## src/rtl/pic_pkg.sv

```systemverilog
package pic_pkg;
  typedef enum logic [2:0] {
    ST_RAW  = 3'd0,
    ST_W2   = 3'd1,
    ST_W3   = 3'd2,
    ST_W4   = 3'd3,
    ST_RUN  = 3'd4
  } init_st_e;

  localparam logic [1:0] SEL_CMD  = 2'd0;
  localparam logic [1:0] SEL_DATA = 2'd1;
  localparam logic [1:0] SEL_LVL  = 2'd2;
endpackage

```

## src/rtl/pic_cfg_regs.sv

```systemverilog
module pic_cfg_regs
  import pic_pkg::*;
#(
  parameter int DATA_W   = 8,
  parameter int LINE_W   = 3,
  parameter logic [DATA_W-1:0] DEF_BASE = '0
) (
  input  logic              clk,
  input  logic              rst_n,
  input  logic              init_go_i,
  input  logic              ctl_wr_i,
  input  logic              data_wr_i,
  input  logic              lvl_wr_i,
  input  logic              poll_clr_i,
  input  logic [DATA_W-1:0] wdata_i,
  output logic [DATA_W-1:0] base_o,
  output logic [DATA_W-1:0] mask_o,
  output logic [DATA_W-1:0] lvl_o,
  output logic              rd_isr_o,
  output logic              rd_reg_o,
  output logic              poll_o
);
  localparam logic [DATA_W-1:0] BASE_KEEP = {{(DATA_W-LINE_W){1'b1}}, {LINE_W{1'b0}}};

  init_st_e          stage_q;
  logic [DATA_W-1:0] base_q, mask_q, lvl_q;
  logic [2:0]        ctl_q;

  always_ff @(posedge clk or negedge rst_n) begin
    if (!rst_n) begin
      stage_q <= ST_RAW;
      base_q  <= DEF_BASE & BASE_KEEP;
      mask_q  <= '0;
      lvl_q   <= '0;
      ctl_q   <= '0;
    end else begin
      if (lvl_wr_i) lvl_q <= wdata_i;
      if (init_go_i) begin
        stage_q <= ST_W2;
        base_q  <= DEF_BASE & BASE_KEEP;
        mask_q  <= '0;
        ctl_q   <= '0;
      end else begin
        if (ctl_wr_i) ctl_q <= wdata_i[2:0];
        else if (poll_clr_i) ctl_q[2] <= 1'b0;
        if (data_wr_i) begin
          unique case (stage_q)
            ST_W2: begin
              base_q  <= wdata_i & BASE_KEEP;
              stage_q <= ST_W3;
            end
            ST_W3:   stage_q <= ST_W4;
            ST_W4:   stage_q <= ST_RUN;
            default: mask_q  <= wdata_i;
          endcase
        end
      end
    end
  end

  assign base_o   = base_q;
  assign mask_o   = mask_q;
  assign lvl_o    = lvl_q;
  assign rd_isr_o = ctl_q[0];
  assign rd_reg_o = ctl_q[1];
  assign poll_o   = ctl_q[2];


  init_clear_chk: assert property (@(posedge clk) disable iff (!rst_n)
    init_go_i |=> (mask_q == '0 && stage_q == ST_W2 && ctl_q == '0));


  init_keeps_lvl_chk: assert property (@(posedge clk) disable iff (!rst_n)
    (init_go_i && !lvl_wr_i) |=> $stable(lvl_q));
endmodule

```

## src/rtl/pic_req_latch.sv

```systemverilog
module pic_req_latch #(
  parameter int N_LINES = 8
) (
  input  logic               clk,
  input  logic               rst_n,
  input  logic [N_LINES-1:0] lines_i,
  input  logic [N_LINES-1:0] lvl_i,
  input  logic               rearm_all_i,
  input  logic [N_LINES-1:0] ack_clr_i,
  output logic [N_LINES-1:0] irr_o
);
  logic [N_LINES-1:0] arm_q;

  always_ff @(posedge clk or negedge rst_n) begin
    if (!rst_n) arm_q <= '1;
    else if (rearm_all_i) arm_q <= '1;
    else arm_q <= (arm_q & ~ack_clr_i) | ~lines_i;
  end

  assign irr_o = lines_i & (lvl_i | arm_q);


  ack_disarm_chk: assert property (@(posedge clk) disable iff (!rst_n)
    (|ack_clr_i && !rearm_all_i) |=> ((arm_q & $past(ack_clr_i)) == '0));


  low_arms_chk: assert property (@(posedge clk) disable iff (!rst_n)
    (lines_i != '1) |=> ((arm_q & ~$past(lines_i)) == ~$past(lines_i)));
endmodule

```

## src/rtl/pic_resolver.sv

```systemverilog
module pic_resolver #(
  parameter int N_LINES = 8,
  parameter int LINE_W  = 3
) (
  input  logic [N_LINES-1:0] irr_i,
  input  logic [N_LINES-1:0] mask_i,
  input  logic [N_LINES-1:0] isr_i,
  output logic               found_o,
  output logic [LINE_W-1:0]  line_o,
  output logic [N_LINES-1:0] onehot_o
);
  logic [N_LINES-1:0] top_isr, window, elig;

  assign top_isr = isr_i & (~isr_i + 1'b1);
  assign window  = top_isr - 1'b1;
  assign elig    = irr_i & ~mask_i & window;

  always_comb begin
    line_o = '1;
    for (int i = N_LINES - 1; i >= 0; i--) begin
      if (elig[i]) line_o = LINE_W'(i);
    end
  end

  assign found_o  = |elig;
  assign onehot_o = found_o ? (N_LINES'(1) << line_o) : '0;
endmodule

```

## src/rtl/pic_service.sv

```systemverilog
module pic_service #(
  parameter int N_LINES = 8
) (
  input  logic               clk,
  input  logic               rst_n,
  input  logic               clr_all_i,
  input  logic [N_LINES-1:0] set_i,
  input  logic [N_LINES-1:0] eoi_clr_i,
  output logic [N_LINES-1:0] isr_o
);
  logic [N_LINES-1:0] isr_q;

  always_ff @(posedge clk or negedge rst_n) begin
    if (!rst_n) isr_q <= '0;
    else if (clr_all_i) isr_q <= '0;
    else isr_q <= (isr_q & ~eoi_clr_i) | set_i;
  end

  assign isr_o = isr_q;


  ack_one_line_chk: assert property (@(posedge clk) disable iff (!rst_n)
    $onehot0(set_i));


  ack_marks_chk: assert property (@(posedge clk) disable iff (!rst_n)
    (|set_i && !clr_all_i) |=> ((isr_q & $past(set_i)) == $past(set_i)));


  eoi_drops_chk: assert property (@(posedge clk) disable iff (!rst_n)
    (|eoi_clr_i && set_i == '0) |=> ((isr_q & $past(eoi_clr_i)) == '0));
endmodule

```

## src/rtl/prio_irq_ctrl.sv

```systemverilog
module prio_irq_ctrl
  import pic_pkg::*;
#(
  parameter int N_LINES    = 8,
  parameter bit IS_PRIMARY = 1'b1
) (
  input  logic               clk,
  input  logic               rst_n,
  input  logic [1:0]         reg_sel,
  input  logic               wr_en,
  input  logic               rd_en,
  input  logic [N_LINES-1:0] wdata,
  output logic [N_LINES-1:0] rdata,
  input  logic [N_LINES-1:0] irq_lines,
  output logic               int_pending,
  input  logic               ack_req,
  output logic [N_LINES-1:0] ack_vector
);
  localparam int DATA_W = N_LINES;
  localparam int LINE_W = $clog2(N_LINES);
  localparam logic [DATA_W-1:0] DEF_BASE = IS_PRIMARY ? DATA_W'(0) : DATA_W'(N_LINES);

  logic cmd_wr, init_go, ctl_wr, op_wr, data_wr, lvl_wr;
  logic poll_rd, ack_go;
  logic [DATA_W-1:0] base, mask, lvl;
  logic rd_isr, rd_reg, poll;
  logic [N_LINES-1:0] irr, isr, ack_set, eoi_clr, top_isr;
  logic found;
  logic [LINE_W-1:0] line;

  assign cmd_wr  = wr_en && reg_sel == SEL_CMD;
  assign init_go = cmd_wr && wdata[4];
  assign ctl_wr  = cmd_wr && wdata[4:3] == 2'b01;
  assign op_wr   = cmd_wr && wdata[4:3] == 2'b00;
  assign data_wr = wr_en && reg_sel == SEL_DATA;
  assign lvl_wr  = wr_en && reg_sel == SEL_LVL;
  assign poll_rd = rd_en && reg_sel == SEL_CMD && poll;
  assign ack_go  = ack_req || poll_rd;

  pic_cfg_regs #(.DATA_W(DATA_W), .LINE_W(LINE_W), .DEF_BASE(DEF_BASE)) u_cfg (
    .clk(clk), .rst_n(rst_n),
    .init_go_i(init_go), .ctl_wr_i(ctl_wr), .data_wr_i(data_wr), .lvl_wr_i(lvl_wr),
    .poll_clr_i(poll_rd), .wdata_i(wdata),
    .base_o(base), .mask_o(mask), .lvl_o(lvl),
    .rd_isr_o(rd_isr), .rd_reg_o(rd_reg), .poll_o(poll)
  );

  pic_req_latch #(.N_LINES(N_LINES)) u_latch (
    .clk(clk), .rst_n(rst_n), .lines_i(irq_lines), .lvl_i(lvl),
    .rearm_all_i(init_go), .ack_clr_i(ack_set), .irr_o(irr)
  );

  pic_resolver #(.N_LINES(N_LINES), .LINE_W(LINE_W)) u_res (
    .irr_i(irr), .mask_i(mask), .isr_i(isr),
    .found_o(found), .line_o(line), .onehot_o(top_isr)
  );

  assign ack_set = ack_go ? top_isr : '0;

  always_comb begin
    eoi_clr = '0;
    if (op_wr && !wdata[7] && wdata[5]) begin
      if (wdata[6]) eoi_clr = N_LINES'(1) << wdata[LINE_W-1:0];
      else          eoi_clr = isr & (~isr + 1'b1);
    end
  end

  pic_service #(.N_LINES(N_LINES)) u_svc (
    .clk(clk), .rst_n(rst_n), .clr_all_i(init_go),
    .set_i(ack_set), .eoi_clr_i(eoi_clr), .isr_o(isr)
  );

  assign int_pending = found;
  assign ack_vector  = base | DATA_W'(line);

  always_comb begin
    unique case (reg_sel)
      SEL_CMD: begin
        if (poll)        rdata = {found, {(DATA_W-1-LINE_W){1'b0}}, line};
        else if (rd_reg) rdata = rd_isr ? isr : irr;
        else             rdata = '0;
      end
      SEL_DATA: rdata = mask;
      SEL_LVL:  rdata = lvl;
      default:  rdata = '0;
    endcase
  end


  pending_needs_line_chk: assert property (@(posedge clk) disable iff (!rst_n)
    int_pending |-> ((irq_lines & ~mask) != '0));


  spurious_still_chk: assert property (@(posedge clk) disable iff (!rst_n)
    (ack_go && !found && !wr_en) |=> $stable(isr));


  op_ignored_chk: assert property (@(posedge clk) disable iff (!rst_n)
    (op_wr && (wdata[7] || !wdata[5]) && !ack_go) |=> $stable(isr));
endmodule

```

## config.mk

```make
export PLATFORM = sky130hd
export DESIGN_NAME = prio_irq_ctrl
export DESIGN_NICKNAME = d
export VERILOG_FILES = /design/src/rtl/pic_pkg.sv /design/src/rtl/pic_cfg_regs.sv /design/src/rtl/pic_req_latch.sv /design/src/rtl/pic_resolver.sv /design/src/rtl/pic_service.sv /design/src/rtl/prio_irq_ctrl.sv
export SDC_FILE = /design/constraint.sdc
export NUM_CORES = 1
export LEC_CHECK = 0
export BUFFER_PORTS_ARGS = -buffer_cell sky130_fd_sc_hd__buf_2
export CELL_PAD_IN_SITES_DETAIL_PLACEMENT = 0
export CELL_PAD_IN_SITES_GLOBAL_PLACEMENT = 1
export CORE_MARGIN = 2
export CORE_UTILIZATION = 41
export DETAILED_ROUTE_END_ITERATION = 10
export HOLD_SLACK_MARGIN = 0.05
export PLACE_DENSITY = 0.89
export SLEW_MARGIN = 10
export SYNTH_ARGS = -nofsm -noshare
export SYNTH_HDL_FRONTEND = slang
export SYNTH_HIERARCHICAL = 1
export SYNTH_SLANG_ARGS = --single-unit
```

## constraint.sdc

```tcl
create_clock -name clk -period 2.3 [get_ports clk]
set_clock_uncertainty 0.05 [all_clocks]
set_input_delay 0.345 -clock clk [delete_from_list [all_inputs] [get_ports clk]]
set_output_delay 0.345 -clock clk [all_outputs]
set_load 0.05 [all_outputs]
```

==> key figures <==
Run status
  • Status: finished, violations left
  • Failing checks: negative setup slack

Cells and area
  • Final non-filler cell total: 438
  • Nets: 380
  • Area grow syn2layout: 35.66%
  • Util after Layout: 0.5713
  • Ant. Diodes: 0
  • Fin area: just under 4000 um2
  • Layout fillers: 571
  • Share of cells above drive strength 1: 0.4888

Setup path
  • Max FO, Critical Path: 3
  • Kind of critical path: flop to primary output
  • Kind of end point of the critical path: primary output
  • Required @ worst endpoint: between 1.5 and 2 ns
  • Crit path arrival time: 2.41 ns
  • Startpoint types: flop

Clock network
  • Worst skew pair latency: 0.32 ns
  • Longest Clk Path Bufs: 2
  • Clock Sinks: 43
  • CTS tree: built
  • Root buf cell: clkbuf_8
  • CTS buffer count: 5
  • Reg clk slew, reported paths: roughly 0.10 ns
  • H-tree depth: 2

Floorplan
  • Die Y-Extent: 87.31 um
  • Site Rows: 30
  • # IOs: 40
  • Starting density of the core: 0.4211
  • Area of the core: 6756 um2
  • Die area: 7622 um2
  • Die width: 87.31 um

Yosys
  • Syn Inst Count: between 200 and 300
  • Yosys reg bits: 43
  • Sequential fraction of the synthesis area: 0.3817
  • EDFF count, synth: 0
  • Mapped Area: about 2800 um2
  • Top FF cell, synth: dfrtp_1
  • Area contributors post-synth: dfrtp_1 31%, dfstp_2 7.4%, mux2i_1 5.3%, mux2_2 4.0%, nand2b_4 3.9%
  • Avg Cell Area, Syn: 10.46 um2
  • Yosys top cell area share: 0.3078
  • Yosys top cell by area: dfrtp_1
  • Unique cell type count in the Yosys netlist: 60
  • FFs w/ async S/R, synth: 1.000
  • Synth warn: 6

Min path
  • HP Class: input port to flop

Timing
  • Hold slack: 0.1360 ns
  • Setup-failing EPs final: 19
  • Setup ws final: -0.5051 ns
  • Fmax: around 360 MHz
  • Final period utilization: 1.220
  • Relative slew slack: 0.6236
  • Setup TNS Final: -5.264 ns
  • Unrepaired setup endpoints after global routing: true
  • Final-report hold violation count: 0
  • Slew @ Worst Pin: ~0.56 ns
  • Max-slew violations: 0
  • Crit path time final: about 2.8 ns

Drt
  • Drt drc: 0
  • Vias per cell: 5.733
  • Drt pass-1 iters: 4
  • Drt total wl: ~8300 um
  • Initial DRC count: 100
  • Post-route ant nets: 0
  • Via count: 2,511
  • Avg WL per Cell: between 15 and 20 um

Power
  • Peak supply drop: 0.7180 mV
  • P_leak: around 1.6 nW
  • Power Total: approximately 4.4 mW
  • Power Density: around 1100 nW/um2

GRT
  • First-pass GRT wire length: around 13,000 um
  • Vias in the first global route: around 2.5k
  • Total GRT Usage: 0.2229
  • Initial antenna violation count: 0
  • Total grt overflow: 0
  • Largest net degree at the start of global routing: 25

Placement
  • PortBufs: 39
  • Placed insts: 421
  • Hpwl dp: 5767 um
  • Post-place instance area: 3501 um2
  • GP Congestion: between 0.9 and 1
  • Placement Setup Slack: -0.2649 ns

Run
  • Max-Cap Viols: 0
-- layout make-up --
class	count	area, um2	area share
tap	80	100.1	0.02593
multi-input combinational	209	1844	0.4778
clock inverter	2	60.06	0.01556
clock buffer	6	72.57	0.01880
sequential	43	1087	0.2817
inverter	10	37.54	0.009724
timing repair buffer	88	658.1	0.1705
-- per-layer routing --
metal / part of all wire / track usage / vias to the layer above
li1: - / - / 1163
met2: 0.51 / 0.3829 / 71
met1: 0.42 / 0.2855 / 1266
met5: 0 / 0 / -
met4: 0.015 / 0.06853 / 0
met3: 0.055 / 0.03791 / 11
-- critical path, cell delays in order, from the launching register on --
cell	delay (ns)
dfstp_2	0.55
o21a_1	0.14
or4b_4	0.50
nor4b_4	0.16
a221oi_4	0.29
a22oi_2	0.11
o221ai_4	0.16
buf_6	0.18
-- layout by cell type (no fill, tap or decap), drive strengths merged, types with 3 or more instances in the layout --
| cell type | count |
|---|---|
| o21a | 8 |
| nor2 | 21 |
| nor4b | 5 |
| o21ai | 4 |
| nand2b | 19 |
| a21oi | 16 |
| buf | 87 |
| clkbuf | 6 |
| o221ai | 4 |
| nand2 | 7 |
| and2 | 4 |
| a22oi | 11 |
| nor3 | 5 |
| nand4b | 3 |
| or2 | 3 |
| nor2b | 13 |
| mux2i | 15 |
| conb | 3 |
| or2b | 3 |
| a22o | 8 |
| inv | 10 |
| and3 | 3 |
| a31oi | 5 |
| nor3b | 4 |
| mux2 | 10 |
| dfstp | 8 |
| nand3b | 9 |
| dfrtp | 35 |
| nor4 | 3 |
-- registers in the layout, indices dropped and copies added (netlist names) --
| register | count |
|---|---|
| u_cfg/mask_o | 8 |
| u_svc/isr_o | 8 |
| u_latch/arm_q | 8 |
| u_cfg/stage_q | 3 |
| u_cfg/base_o | 5 |
| u_cfg/ctl_q | 3 |
| u_cfg/lvl_o | 8 |
-- final timing paths --
kind | slack, ns | from | cells past startpoint | endpoint
worst max-delay path | -0.51 | u_latch/arm_q[1] | 7 | rdata[0]
worst min-delay path | 0.14 | irq_lines[0] | 2 | u_latch/arm_q[0]
worst max register to register | -0.22 | u_latch/arm_q[1] | 9 | u_latch/arm_q[7]
worst min register to register | 0.47 | u_latch/arm_q[6] | 2 | u_latch/arm_q[6]
max in group asynchronous | 1.06 | rst_n | 3 | u_latch/arm_q[4]
min in group asynchronous | 0.47 | rst_n | 2 | u_cfg/mask_o[5]
-- what timing repair did --
action,CTS,global route
pin swaps,10,6
resized for setup,35,7
setup endpoints to repair,19,22
endpoints found under the hold margin,17,0
buffers inserted,3,5
hold buffers,1,0
-- report_power, final --
group	internal, mW	switching, mW
combinational	1.20	1.28
sequential	0.991	0.211
clock	0.434	0.291
-- cells in the mapped netlist, drive strengths merged (4+ instances only) --
master,number
a21oi,16
a22o,8
a22oi,11
a31oi,5
and2,4
buf,11
dfrtp,35
dfstp,8
inv,10
mux2,10
mux2i,15
nand2,7
nand2b,19
nand3b,9
nor2,21
nor2b,13
nor3,5
nor3b,4
nor4b,5
o21a,8
o21ai,4
o221ai,4
-- logic make-up (layout without fill, tap and decap cells) --
| family | Yosys count | count (layout) | share of synthesized area |
|---|---|---|---|
| AOI/OAI and AO/OA | 65 | 65 | 0.1799 |
| buffers and inverters | 22 | 106 | 0.04265 |
| DFF | 43 | 43 | 0.3817 |
| muxes | 25 | 25 | 0.09235 |
| other | 1 | 3 | 0.001318 |
| and+or+nand+nor | 116 | 116 | 0.3021 |
Note: power is estimated with default switching activity, not from simulation.
